File: src/rtl/ucf_pkg.sv
package ucf_pkg;
  localparam int NUM_WORDS  = 4;
  localparam int ADDR_W     = $clog2(NUM_WORDS);
  localparam int NUM_FIELDS = 4;
  localparam int WORD_W     = 6;
  localparam int NUM_CTRL   = 8;
  // field widths, word bit offsets, offsets into decoded vector (order a,c,b,d,e,f,g,h)
  localparam int FIELD_W   [NUM_FIELDS] = '{1, 1, 2, 2};
  localparam int FIELD_LSB [NUM_FIELDS] = '{0, 1, 2, 4};
  localparam int DEC_OFS   [NUM_FIELDS] = '{0, 1, 2, 5};

  typedef logic [WORD_W-1:0]   word_t;
  typedef logic [NUM_CTRL-1:0] ctrl_t;
endpackage

File: src/rtl/ucode_step_ctr.sv
module ucode_step_ctr #(
  parameter int NWORDS = 4,
  localparam int AW    = $clog2(NWORDS)
) (
  input  logic          clk_i,
  input  logic          rst_ni,
  input  logic          step_i,
  output logic [AW-1:0] idx_o
);
  localparam logic [AW-1:0] LAST = AW'(NWORDS - 1);

  logic [AW-1:0] idx_q;

  always_ff @(posedge clk_i or negedge rst_ni) begin
    if (!rst_ni)     idx_q <= '0;
    else if (step_i) idx_q <= (idx_q == LAST) ? '0 : idx_q + 1'b1;
  end

  assign idx_o = idx_q;

  a_r2_wrap: assert property (@(posedge clk_i) disable iff (!rst_ni)
    (step_i && idx_q == LAST) |=> (idx_q == '0));
  a_r2_advance: assert property (@(posedge clk_i) disable iff (!rst_ni)
    (step_i && idx_q != LAST) |=> (idx_q == $past(idx_q) + 1'b1));
  a_r3_idx_hold: assert property (@(posedge clk_i) disable iff (!rst_ni)
    !step_i |=> $stable(idx_q));
endmodule

File: src/rtl/ucode_rom.sv
module ucode_rom
  import ucf_pkg::*;
(
  input  logic [ADDR_W-1:0] addr_i,
  output word_t             word_o
);
  // {fgh[1:0], bde[1:0], c, a}
  always_comb begin
    unique case (addr_i)
      2'd0:    word_o = 6'b10_01_1_1; // a b c g
      2'd1:    word_o = 6'b11_11_1_1; // a c e h
      2'd2:    word_o = 6'b01_10_0_1; // a d f
      default: word_o = 6'b01_01_1_0; // b c f
    endcase
  end
endmodule

File: src/rtl/field_dec.sv
module field_dec #(
  parameter int W     = 2,
  localparam int NSEL = (1 << W) - 1
) (
  input  logic [W-1:0]    code_i,
  output logic [NSEL-1:0] sel_o
);
  for (genvar i = 1; i <= NSEL; i++) begin : g_sel
    assign sel_o[i-1] = (code_i == W'(i));
  end

  always_comb a_r8_field_onehot0: assert ($onehot0(sel_o));
endmodule

File: src/rtl/ucode_field_decoder.sv
module ucode_field_decoder
  import ucf_pkg::*;
(
  input  logic              clk_i,
  input  logic              rst_ni,
  input  logic              step_i,
  output logic [ADDR_W-1:0] index_o,
  output logic [NUM_CTRL-1:0] ctrl_o
);
  logic [ADDR_W-1:0] idx;
  word_t             word;
  ctrl_t             dec_flat; // order a,c,b,d,e,f,g,h
  ctrl_t             ctrl_d, ctrl_q;

  ucode_step_ctr #(.NWORDS(NUM_WORDS)) u_ctr (
    .clk_i (clk_i),
    .rst_ni(rst_ni),
    .step_i(step_i),
    .idx_o (idx)
  );

  ucode_rom u_rom (
    .addr_i(idx),
    .word_o(word)
  );

  for (genvar f = 0; f < NUM_FIELDS; f++) begin : g_field
    localparam int FW = FIELD_W[f];
    localparam int NS = (1 << FW) - 1;
    logic [NS-1:0] sel;
    field_dec #(.W(FW)) u_dec (
      .code_i(word[FIELD_LSB[f] +: FW]),
      .sel_o (sel)
    );
    assign dec_flat[DEC_OFS[f] +: NS] = sel;
  end

  // reorder to a..h
  assign ctrl_d = {dec_flat[7:3], dec_flat[1], dec_flat[2], dec_flat[0]};

  always_ff @(posedge clk_i or negedge rst_ni) begin
    if (!rst_ni)     ctrl_q <= '0;
    else if (step_i) ctrl_q <= ctrl_d;
  end

  assign index_o = idx;
  assign ctrl_o  = ctrl_q;

  a_r3_ctrl_hold: assert property (@(posedge clk_i) disable iff (!rst_ni)
    !step_i |=> $stable(ctrl_q));
  a_r8_bde_onehot0: assert property (@(posedge clk_i) disable iff (!rst_ni)
    $onehot0({ctrl_q[1], ctrl_q[3], ctrl_q[4]}));
  a_r8_fgh_onehot0: assert property (@(posedge clk_i) disable iff (!rst_ni)
    $onehot0(ctrl_q[7:5]));
  a_r1_reset_clear: assert property (@(posedge clk_i)
    !rst_ni |-> (ctrl_q == '0 && idx == '0));
endmodule

File: config.mk
export PLATFORM = sky130hd
export DESIGN_NAME = ucode_field_decoder
export DESIGN_NICKNAME = d
export VERILOG_FILES = /design/src/rtl/ucf_pkg.sv /design/src/rtl/ucode_step_ctr.sv /design/src/rtl/ucode_rom.sv /design/src/rtl/field_dec.sv /design/src/rtl/ucode_field_decoder.sv
export SDC_FILE = /design/constraint.sdc
export NUM_CORES = 1
export LEC_CHECK = 0
export BUFFER_PORTS_ARGS = -buffer_cell sky130_fd_sc_hd__clkbuf_2
export CELL_PAD_IN_SITES_DETAIL_PLACEMENT = 0
export CELL_PAD_IN_SITES_GLOBAL_PLACEMENT = 1
export CORE_AREA = 2 2 39 41
export DETAILED_ROUTE_END_ITERATION = 16
export DIE_AREA = 0 0 41 43
export GPL_ROUTABILITY_DRIVEN = 0
export PLACE_DENSITY = 0.75
export SLEW_MARGIN = 10
export SYNTH_ARGS = -nofsm -noshare
export SYNTH_HDL_FRONTEND = slang
export SYNTH_SLANG_ARGS = --single-unit
File: constraint.sdc
create_clock -name clk_i -period 1.6 [get_ports clk_i]
set_input_delay 0.24 -clock clk_i [delete_from_list [all_inputs] [get_ports clk_i]]
set_output_delay 0.24 -clock clk_i [all_outputs]
set_load 0.01 [all_outputs]
# ---- After elaboration in Yosys (flattened, before gate mapping)
# Index checks and enable logic that the tools add are counted.
dict set report classes {
  reduce_logical 1
  n_addsub 1
  mux 2
  eq_ne 9
}
# op count
set op_table {}
lappend op_table {{$pmux 6 s3} 1}
lappend op_table {{$eq 2x2->1 const B} 6}
lappend op_table {{$eq 2x1->1 const B} 3}
lappend op_table {{$add 2x1->2 const B} 1}
lappend op_table {{$logic_not 2->1} 1}
lappend op_table {{$mux 2} 1}
dict set report totals {
  inputBits 3
  ff_bits 10
  output_inout_bits 10
}

# ---- Longest topological paths before layout
# Gate-level depths: netlist of the first run.
dict set report logic_depth {
  ltp_word 3
  mapped_depth 4
  depth_no_buf 4
}

# ---- Cells and area by module
# Synthesis of the first run repeated with hierarchy kept, for this count alone.
dict set report unflattened {
  hier_cells 43
  area_unflattened_um2 575.6
}
# mod n_inst cells_per_inst area_each_um2
set by_module_without_submodules {}
lappend by_module_without_submodules {ucode_field_decoder 1 17 331.6}
lappend by_module_without_submodules {ucode_rom 1 12 95.1}
lappend by_module_without_submodules {ucode_step_ctr 1 6 88.8}
lappend by_module_without_submodules {{field_dec at g_field[2].u_dec ...} 2 3 22.5}
lappend by_module_without_submodules {{field_dec at g_field[0].u_dec ...} 2 1 7.5}

# ---- Worst setup path after synthesis of the first run
# OpenSTA, ideal clock, no wires.
dict set report synth_path {
  kind {reg2reg}
  start {register u_ctr.idx_q[0] (netlist: u_ctr.idx_o[0])}
  end {register ctrl_q[5] (netlist: ctrl_o[5])}
  setup_ns 0.125
  required_time_ns 1.475
  stages_incl_launch_ff 5
  path_slack_ns 0.323
  arrival_time_ns 1.152
  n_path_buf 0
  period_less_slack_ns 1.277
  cell_sequence {dfrtp_1 > inv_1 > ha_1 > a21oi_1 > mux2_4}
}
dict set report synth_between {
  elab_chain_len 3
  elab_cells_between_ends 5
}
# item line
set synth_lines {}
lappend synth_lines {{start, declared} ucode_step_ctr.sv:12} ;# logic [AW-1:0] idx_q;
lappend synth_lines {{start signal, assigned} ucode_step_ctr.sv:16} ;# else if (step_i) idx_q <= (idx_q == LAST) ? '0 : idx_q + 1'b1;
lappend synth_lines {{$eq 2x2->1, or another cell as far along} ucode_rom.sv:9} ;# unique case (addr_i)
lappend synth_lines {{$pmux 6 s3 (*)} ucode_rom.sv:9}
lappend synth_lines {{$eq 2x1->1 (*)} field_dec.sv:9} ;# assign sel_o[i-1] = (code_i == W'(i));
lappend synth_lines {{end signal, assigned} ucode_field_decoder.sv:43} ;# else if (step_i) ctrl_q <= ctrl_d;
lappend synth_lines {{end, declared} ucode_field_decoder.sv:13} ;# ctrl_t ctrl_d, ctrl_q;
# Mark *: on every way between the ends. The rest lies on a longest branch, timed or not.
# A chain may end at the register's enable or synchronous reset.

# ---- Worst setup path after layout of the first run
# Ends and elaborated chain as after synthesis.

==> impl_metrics.ini, run 1 <==
[run_status]
status = finished, final reports clean

[clock_tree]
h-tree-depth = 1
clock-sinks = 9
clk_latency_ns = 0.26
cts_resized = 0
clk_path_buf_depth = 2
cts_made_buffers = 3
post_cts_buffers = 0
hold_buffers = 1
path_clk_slew_ns = 0.06
root_buffer = clkbuf_4
cts_tree = built

[sta]
period_share = 0.817
worstMarginPinSlew_ns = 0.282
fin_setup_tns_ns = 0
final.min_clock_period_ns = 1.31
finalMaxSlewViolations = 0
relSlewSlack = 0.812
rsz0062_at_grt = false
max_freq_ghz = 0.765
skew_ns = 0.00186
finalHoldViolations = 0
setup_violations = 0

[grt]
overflow = 0
grt_first_pass_wirelength_mm = 1.26
antenna_found_initial = 0
grt_pass1_vias = 292
grt_max_degree = 12
grt_use_total = 0.113

[synthesis]
ys_seq_area_frac = 0.497
ys.flop_type = dfrtp_1
synth-seq-cells = 9
synth_top_cell_area_share = 0.497
synth_cells = 34
syn_area_sq_um = 453
ys_warn_count = 0
synth_area_leader_cell = dfrtp_1
syn-num-nets = 43
synth.avg_cell_area_sq_um = 13.3
ys_top_cells_by_area = dfrtp_1 50%, ha_1 17%, mux2_4 13%, mux2i_1 6.6%, inv_1 4.1%
synth_common_cells = 9 x dfrtp_1, 6 x ha_1, 5 x inv_1
async_flop_share = 1.00
yosysMostFrequentCell = dfrtp_1
synth_cell_type_count = 11
synth_edf_count = 0

[finish]
nNetsFinal = 59
final_area_sq_um = 551
syn_to_final_growth_pct = 21.5
diodes = 0
layout-drive-gt1-share = 0.388
n_fill_cell = 136

[placement]
place_area_sq_um = 514
hpwlAfterDp_um = 553
portBuffers = 12

[floorplan]
die_w_um = 41
dieArea_sq_um = 1760
rows = 14
ios = 13
die_h_um = 43
coreArea_sq_um = 1380
initial_utilization = 0.327

[hold_path]
hold_path.class = in2async

[route]
drtIter0Drc = 1
drc = 0
routed_wl_um = 713
avgViaCountPerCell = 4.31
vias = 280
first_pass_iters = 3
wl_per_cell_um = 11.0
ant_nets = 0

[setup_path]
cp_slowest_cell = dfrtp_1
r2r_slack_ns = 0.29
worstPathCellList = inv_1 > ha_1 > a21oi_1 > mux2_4
critPathBufInv = 1
slowest_delay_ns = 0.41
crit_path_start_kind = flop
crit_fanout = 5
cp.required_ns = 1.75
crit_family = flip-flops
end_kind = flop
worst-setup-path-type = reg2reg
arrival_ns = 1.45

[power]
power.share.sequential = 0.407
p_int_w = 0.000612
powerDensity_nw_per_um2 = 1720
switchingPower_w = 0.000334
combinationalPowerShare = 0.409
ir_worst_vdd_mv = 0.478
switching_share = 0.353
p_clk_frac = 0.183
p_leak_nw = 0.311

[job]
max-cap-violations = 0
-- cells in the final DEF (no fill, tap or decap) --
cell / Yosys / final
mux2i_1: 3 / 3
o21ai_0: 2 / 2
dfrtp_1: 9 / 9
dlygate4sd3_1: 0 / 1
mux2_4: 4 / 4
nand2_1: 1 / 1
a21oi_1: 1 / 1
inv_1: 5 / 5
clkbuf_2: 0 / 12
clkbuf_1: 0 / 1
clkbuf_4: 0 / 3
ha_1: 6 / 6
nand2b_1: 1 / 1
-- metrics by stage --
step | power [W] | hold slack [ns] | setup slack, ns | cells | util
after floorplan | 0.000645 | -0.0556 | 0.323 | 34 | -
after global placement | 0.000776 | 0.113 | 0.298 | 60 | 0.372
after detailed placement | 0.000785 | 0.113 | 0.281 | 60 | 0.372
after CTS | 0.000968 | 0.375 | 0.275 | 65 | 0.398
after global routing | 0.00105 | 0.389 | 0.195 | 65 | 0.398
final | 0.000945 | 0.377 | 0.293 | 65 | 0.398
-- area by class of cell --
class / instances / area [sq um] / share of cell area
Sequential cell: 9 / 225 / 0.409
Multi-Input combinational cell: 18 / 190 / 0.345
Timing Repair Buffer: 13 / 70.1 / 0.127
Clock buffer: 4 / 26.3 / 0.0477
Tap cell: 16 / 20.0 / 0.0364
Inverter: 5 / 18.8 / 0.0341
-- per-layer routing --
metal,track usage,up-vias,part of all wire
met1,0.138,129,0.46
met3,0.0471,4,0.066
met2,0.144,9,0.42
met5,0,-,0
met4,0.100,0,0.046
li1,-,138,-
-- registers in the layout (all words and copies together) (netlist names) --
| name | flops |
|---|---|
| ctrl_o | 7 |
| u_ctr.idx_o | 2 |
-- power by group through the flow --
stage	Clock [W]	Combinational, W	Sequential [W]
final	0.000173	0.000387	0.000385
after global routing	0.000202	0.000442	0.000404
after CTS	0.000184	0.000396	0.000387
after detailed placement	0	0.000393	0.000392
after global placement	0	0.000386	0.000389
after floorplan	0	0.000215	0.000430
-- worst paths after layout --
| path | startpoint | endpoint | depth (start not counted) |
|---|---|---|---|
| max | u_ctr.idx_o[0] | ctrl_o[5] | 4 |
| min | rst_ni | u_ctr.idx_o[1] | 2 |
| max reg2reg | u_ctr.idx_o[0] | ctrl_o[5] | 4 |
| min reg2reg | ctrl_o[6] | ctrl_o[6] | 1 |
| max in group asynchronous | rst_ni | ctrl_o[0] | 2 |
| min in group clk_i | step_i | u_ctr.idx_o[0] | 2 |
-- kinds of logic (layout without fill, tap and decap cells) --
group	count (synthesis)	in the layout	share of synthesized area
adders and majority gates	6	6	0.166
muxes	7	7	0.199
DFF	9	9	0.497
AOI/OAI and AO/OA	3	3	0.0331
and+or+nand+nor	2	2	0.0221
buffers and inverters	7	22	0.0829
Note: power is estimated with default switching activity, not from simulation.
==> inputs of run 2 (changes only) <==
- ABC_AREA: not set -> 1
- CORE_AREA: 2 2 39 41 -> not set
- CORE_MARGIN: not set -> 2
- CORE_UTILIZATION: not set -> 31
- DIE_AREA: 0 0 41 43 -> not set
- clock period: 1.6 -> 1.14 ns (I/O delays scaled with it)
==> run 2 against run 1 <==
  * Global-route usage decreased by 1.6 points
  * Register-to-register slack worse by 0.21 ns
  * Non-clock buffer count grew 2
  * Via count rose by 17%
  * Critical endpoint is now index_o[0]
  * Largest cell class unchanged
  * Largest power group unchanged
==> impl_metrics.ini, run 2 <==
[run_status]
status = finished, final reports clean

[placement]
place_area_sq_um = 523
dp_cells = 72
hpwlAfterDp_um = 555
portBuffers = 12
pre_cts_ws_ns = 0.0877

[synthesis]
ys_seq_area_frac = 0.503
synth-seq-cells = 9
async_flop_share = 1.00
synth_cell_type_count = 13
synth_edf_count = 0
yosysMostFrequentCell = nand2_1
synth_common_cells = 17 x nand2_1, 9 x dfrtp_1, 6 x ha_1
ys.flop_type = dfrtp_1
synth_area_leader_cell = dfrtp_1
syn-num-nets = 54
synth_cells = 45
syn_area_sq_um = 448
ys_warn_count = 0
synth.avg_cell_area_sq_um = 9.95
ys_top_cells_by_area = dfrtp_1 50%, ha_1 17%, nand2_1 14%, o21ai_2 3.9%, buf_6 2.5%
synth_top_cell_area_share = 0.503

[clock_tree]
h-tree-depth = 1
post_cts_buffers = 0
cts_made_buffers = 3
clock-sinks = 9
root_buffer = clkbuf_4
clk_latency_ns = 0.25
path_clk_slew_ns = 0.06
cts_tree = built
clk_path_buf_depth = 2

[route]
routed_wl_um = 728
avgViaCountPerCell = 4.25
vias = 327
drc = 0
ant_nets = 0
wl_per_cell_um = 9.45
first_pass_iters = 2
drtIter0Drc = 1

[finish]
layout-drive-gt1-share = 0.339
finish.utilization = 0.425
largest_register_ffs = 7
diodes = 0
nNetsFinal = 72
multi_input_area_sq_um = 184
final_area_sq_um = 559
ff_latch_area_sq_um = 225
layout_common_cells = 17 x nand2_1, 12 x clkbuf_2, 9 x dfrtp_1, 6 x ha_1
n_fill_cell = 137
final_cells = 77
syn_to_final_growth_pct = 24.9
final_common_cell = nand2_1

[setup_path]
cp_slowest_cell = dfrtp_1
r2r_slack_ns = 0.08
slowest_delay_ns = 0.39
timing.rr.end = ctrl_o[5]
crit_path_start_kind = flop
r2r_cells = 5
worst-setup-path-type = reg2out
worstPathCellList = buf_4 > clkbuf_2
end_kind = output pin
crit_fanout = 4
r2r_start = u_ctr.idx_o[0]
arrival_ns = 0.92
cp.required_ns = 0.97

[sta]
max_freq_ghz = 0.920
setup_ws_ns = 0.0527
rsz0062_at_grt = false
period_share = 0.954
final.min_clock_period_ns = 1.09
finalMaxSlewViolations = 0
fin_setup_tns_ns = 0
finalHoldViolations = 0
relSlewSlack = 0.848
worstMarginPinSlew_ns = 0.228
setup_violations = 0
skew_ns = 0.000690

[grt]
grt_use_total = 0.0969
antenna_found_initial = 0
grt_pass1_vias = 298
grt_first_pass_wirelength_mm = 1.24
overflow = 0
grt_max_degree = 10

[power]
powerDensity_nw_per_um2 = 2430
p_leak_nw = 0.313
switchingPower_w = 0.000512
combinationalPowerShare = 0.442
p_int_w = 0.000848
p_clk_frac = 0.176
power.share.sequential = 0.381
ir_worst_vdd_mv = 1.08
switching_share = 0.376

[hold_path]
whs_endpoint = ctrl_o[4]
hold_path.class = in2reg
min_path_cells = 3
hp-start = step_i

[floorplan]
die_h_um = 42.0
die_w_um = 42.0
ios = 13
initial_utilization = 0.340
rows = 13
dieArea_sq_um = 1760
coreArea_sq_um = 1320

[job]
max-cap-violations = 0
[run 2: cell count changes after synthesis, moves of 2 or more]
| cell | before | now |
|---|---|---|
| mux2i_1 | 3 | 0 |
| o21ai_0 | 2 | 0 |
| o21ai_2 | 0 | 2 |
| nand2_1 | 1 | 17 |
| inv_1 | 5 | 3 |
| mux2_4 | 4 | 0 |
[run 2: power groups by stage]
stage / logic [W] / clock network (W) / registers (W)
4_1_cts: 0.000613 / 0.000253 / 0.000521
2_1_floorplan: 0.000297 / 0 / 0.000603
6_report: 0.000602 / 0.000240 / 0.000519
5_1_grt: 0.000682 / 0.000266 / 0.000539
3_5_place_dp: 0.000609 / 0 / 0.000526
3_3_place_gp: 0.000606 / 0 / 0.000516
[run 2: layout make-up]
cell class	instances	share of cell area
tap	15	0.0336
inverter	4	0.0358
multi-input combinational	30	0.329
timing repair buffer	15	0.152
clock buffer	4	0.0470
sequential	9	0.403
[run 2: worst max-delay path: cells and delay by family, from the launching register on]
family / cells / cell delay, ns
buffers and inverters: 2 / 0.27
DFF: 1 / 0.39
[run 2: repair_timing]
item	in CTS	in global routing
hold buffers	1	0
endpoints found under the hold margin	9	0
gates resized for setup	0	0
[run 2: through the flow]
stage	hold WS, ns	total power [W]
6_report	0.270	0.00136
4_1_cts	0.268	0.00139
5_1_grt	0.298	0.00149
3_5_place_dp	0.0407	0.00113
2_1_floorplan	-0.125	0.000900
3_3_place_gp	0.0411	0.00112
[run 2: cell families (layout without fill, tap and decap cells)]
group / Yosys count / after routing / share of synthesized area
AO/OA/AOI/OAI: 4 / 4 / 0.0670
adder cells (fa/ha/maj): 6 / 6 / 0.168
buffers and inverters: 6 / 23 / 0.0866
flip-flops: 9 / 9 / 0.503
AND/OR/NAND/NOR: 20 / 20 / 0.176
[run 2: how the worst max path moves through the flow]
stage,start,endpoint,slack [ns],cells past startpoint
3_5_place_dp,u_ctr.idx_o[0],ctrl_o[5],0.09,5
3_3_place_gp,u_ctr.idx_o[0],ctrl_o[5],0.11,5
5_1_grt,u_ctr.idx_o[0],ctrl_o[5],0.006,5
4_1_cts,u_ctr.idx_o[0],index_o[0],0.04,2
2_1_floorplan,u_ctr.idx_o[0],ctrl_o[5],0.01,5
6_report,u_ctr.idx_o[0],index_o[0],0.05,2
[run 2: per-layer routing]
metal / wire length [um] / share of wire / GRT usage / vias up
li1: - / - / - / 170
met1: 327 / 0.45 / 0.102 / 147
met2: 338 / 0.46 / 0.153 / 10
met3: 61 / 0.084 / 0.0647 / 0
met4: 0 / 0 / 0.0375 / 0
met5: 0 / 0 / 0 / -
==> inputs of run 3 (changes only) <==
- CORE_UTILIZATION: 31 -> 34
- CTS_BUF_LIST: not set -> sky130_fd_sc_hd__clkbuf_4 sky130_fd_sc_hd__clkbuf_8
- PLACE_DENSITY: 0.75 -> 0.81
==> run 3 against run 2 <==
  * Via count up 2.8%
  * Final cell count unchanged
  * Utilization up 3.2 points
  * Clock skew up 0.0014 ns
  * Largest cell class unchanged
==> impl_metrics.ini, run 3 (synthesis results as in run 2) <==
[floorplan]
die_h_um = 40.3
rows = 13
ios = 13
die_w_um = 40.3
coreArea_sq_um = 1270
dieArea_sq_um = 1620
initial_utilization = 0.353

[route]
highest_layer = met4
drtIter0Drc = 0
ant_nets = 0
avgViaCountPerCell = 4.36
vias = 336
drc = 0
wl_met3_um = 52
wl_met2_um = 369
drt-met1-wl_um = 343
first_pass_iters = 1
wl_per_cell_um = 10.3
routed_wl_um = 791

[setup_path]
worst-setup-path-type = reg2out
crit_path_start_kind = flop
slowest_delay_ns = 0.40
cp.required_ns = 0.97
cp_slowest_cell = dfrtp_1
crit_fanout = 4
worstPathCellList = buf_6 > clkbuf_2
arrival_ns = 0.90
end_kind = output pin

[power]
powerDensity_nw_per_um2 = 2480
combinationalPowerShare = 0.454
power_w = 0.00144
p_int_w = 0.000904
ir_worst_vdd_mv = 0.895
p_clk_frac = 0.185
power.share.sequential = 0.361
p_leak_nw = 0.318
switching_share = 0.371
switchingPower_w = 0.000534

[clock_tree]
cts_made_buffers = 3
clk_latency_ns = 0.26
path_clk_slew_ns = 0.06
h-tree-depth = 1
clk_path_buf_depth = 2
root_buffer = clkbuf_4
cts_tree = built
clock-sinks = 9

[grt]
grt_pass1_vias = 299
antenna_found_initial = 0
grt_max_degree = 10
overflow = 0
grt_use_total = 0.133
grt_first_pass_wirelength_mm = 1.21

[placement]
hpwlAfterDp_um = 571
portBuffers = 12
dp_cells = 72
pre_cts_ws_ns = 0.0965

[sta]
finalHoldViolations = 0
setup_violations = 0
whs_ns = 0.273
skew_ns = 0.00207
period_share = 0.942
rsz0062_at_grt = true
max_freq_ghz = 0.931
finalMaxSlewViolations = 0
relSlewSlack = 0.847
worstMarginPinSlew_ns = 0.230
final.min_clock_period_ns = 1.07
setup_ws_ns = 0.0664

[finish]
final_common_cell = nand2_1
finish.utilization = 0.457
diodes = 0
final_cells = 77
largest_register_ffs = 7
layout_common_cells = 17 x nand2_1, 12 x clkbuf_2, 9 x dfrtp_1, 5 x ha_1, 4 x clkbuf_4
nNetsFinal = 72
layout-drive-gt1-share = 0.371
syn_to_final_growth_pct = 29.3

[hold_path]
hold_path.class = in2reg

[job]
max-cap-violations = 0

[run_status]
status = finished, final reports clean
[run 3: power by group through the flow]
stage | clock (W) | sequential (W) | combinational, W
after floorplan | 0 | 0.000603 | 0.000297
after global placement | 0 | 0.000516 | 0.000601
after detailed placement | 0 | 0.000525 | 0.000606
after CTS | 0.000286 | 0.000519 | 0.000610
after global routing | 0.000300 | 0.000539 | 0.000751
final | 0.000266 | 0.000519 | 0.000653
[run 3: worst paths after layout]
kind,startpoint,endpoint,slack [ns],cells past startpoint
setup reg to reg,u_ctr.idx_o[0],ctrl_o[5],0.08,5
max in group asynchronous,rst_ni,u_ctr.idx_o[1],0.65,2
setup / recovery,u_ctr.idx_o[0],index_o[0],0.07,2
min in group asynchronous,rst_ni,ctrl_o[0],0.30,2
hold / removal,step_i,ctrl_o[4],0.27,3
hold reg to reg,ctrl_o[6],ctrl_o[6],0.48,2
[run 3: metrics by stage]
stage	area, sq um	setup TNS [ns]
CTS	563	0
floorplan	448	0
global placement	523	0
global route	579	-0.0206
detailed placement	523	0
finish	579	0
[run 3: cell type report]
type,count,area (sq um)
multi-input cells,30,196
flip-flops and latches,9,225
inverters,4,20.0
clock buffers,4,30.0
fillers,130,689
well taps,15,18.8
repair buffers,15,88.8
[run 3: critical path, delay by kind of cell, from the launching register on]
family | cells | cell delay (ns)
flops | 1 | 0.40
buf+inv | 2 | 0.25
[run 3: what timing repair did]
item	4_1_cts	5_1_grt
gates resized for setup	0	2
endpoints found under the hold margin	9	0
setup endpoints to repair	0	2
buffers inserted	0	0
hold buffers	1	0
[run 3: routing by layer]
| layer | vias up | track usage |
|---|---|---|
| li1 | 171 | - |
| met1 | 151 | 0.120 |
| met2 | 12 | 0.202 |
| met3 | 2 | 0.0833 |
| met4 | 0 | 0.125 |
| met5 | - | 0 |
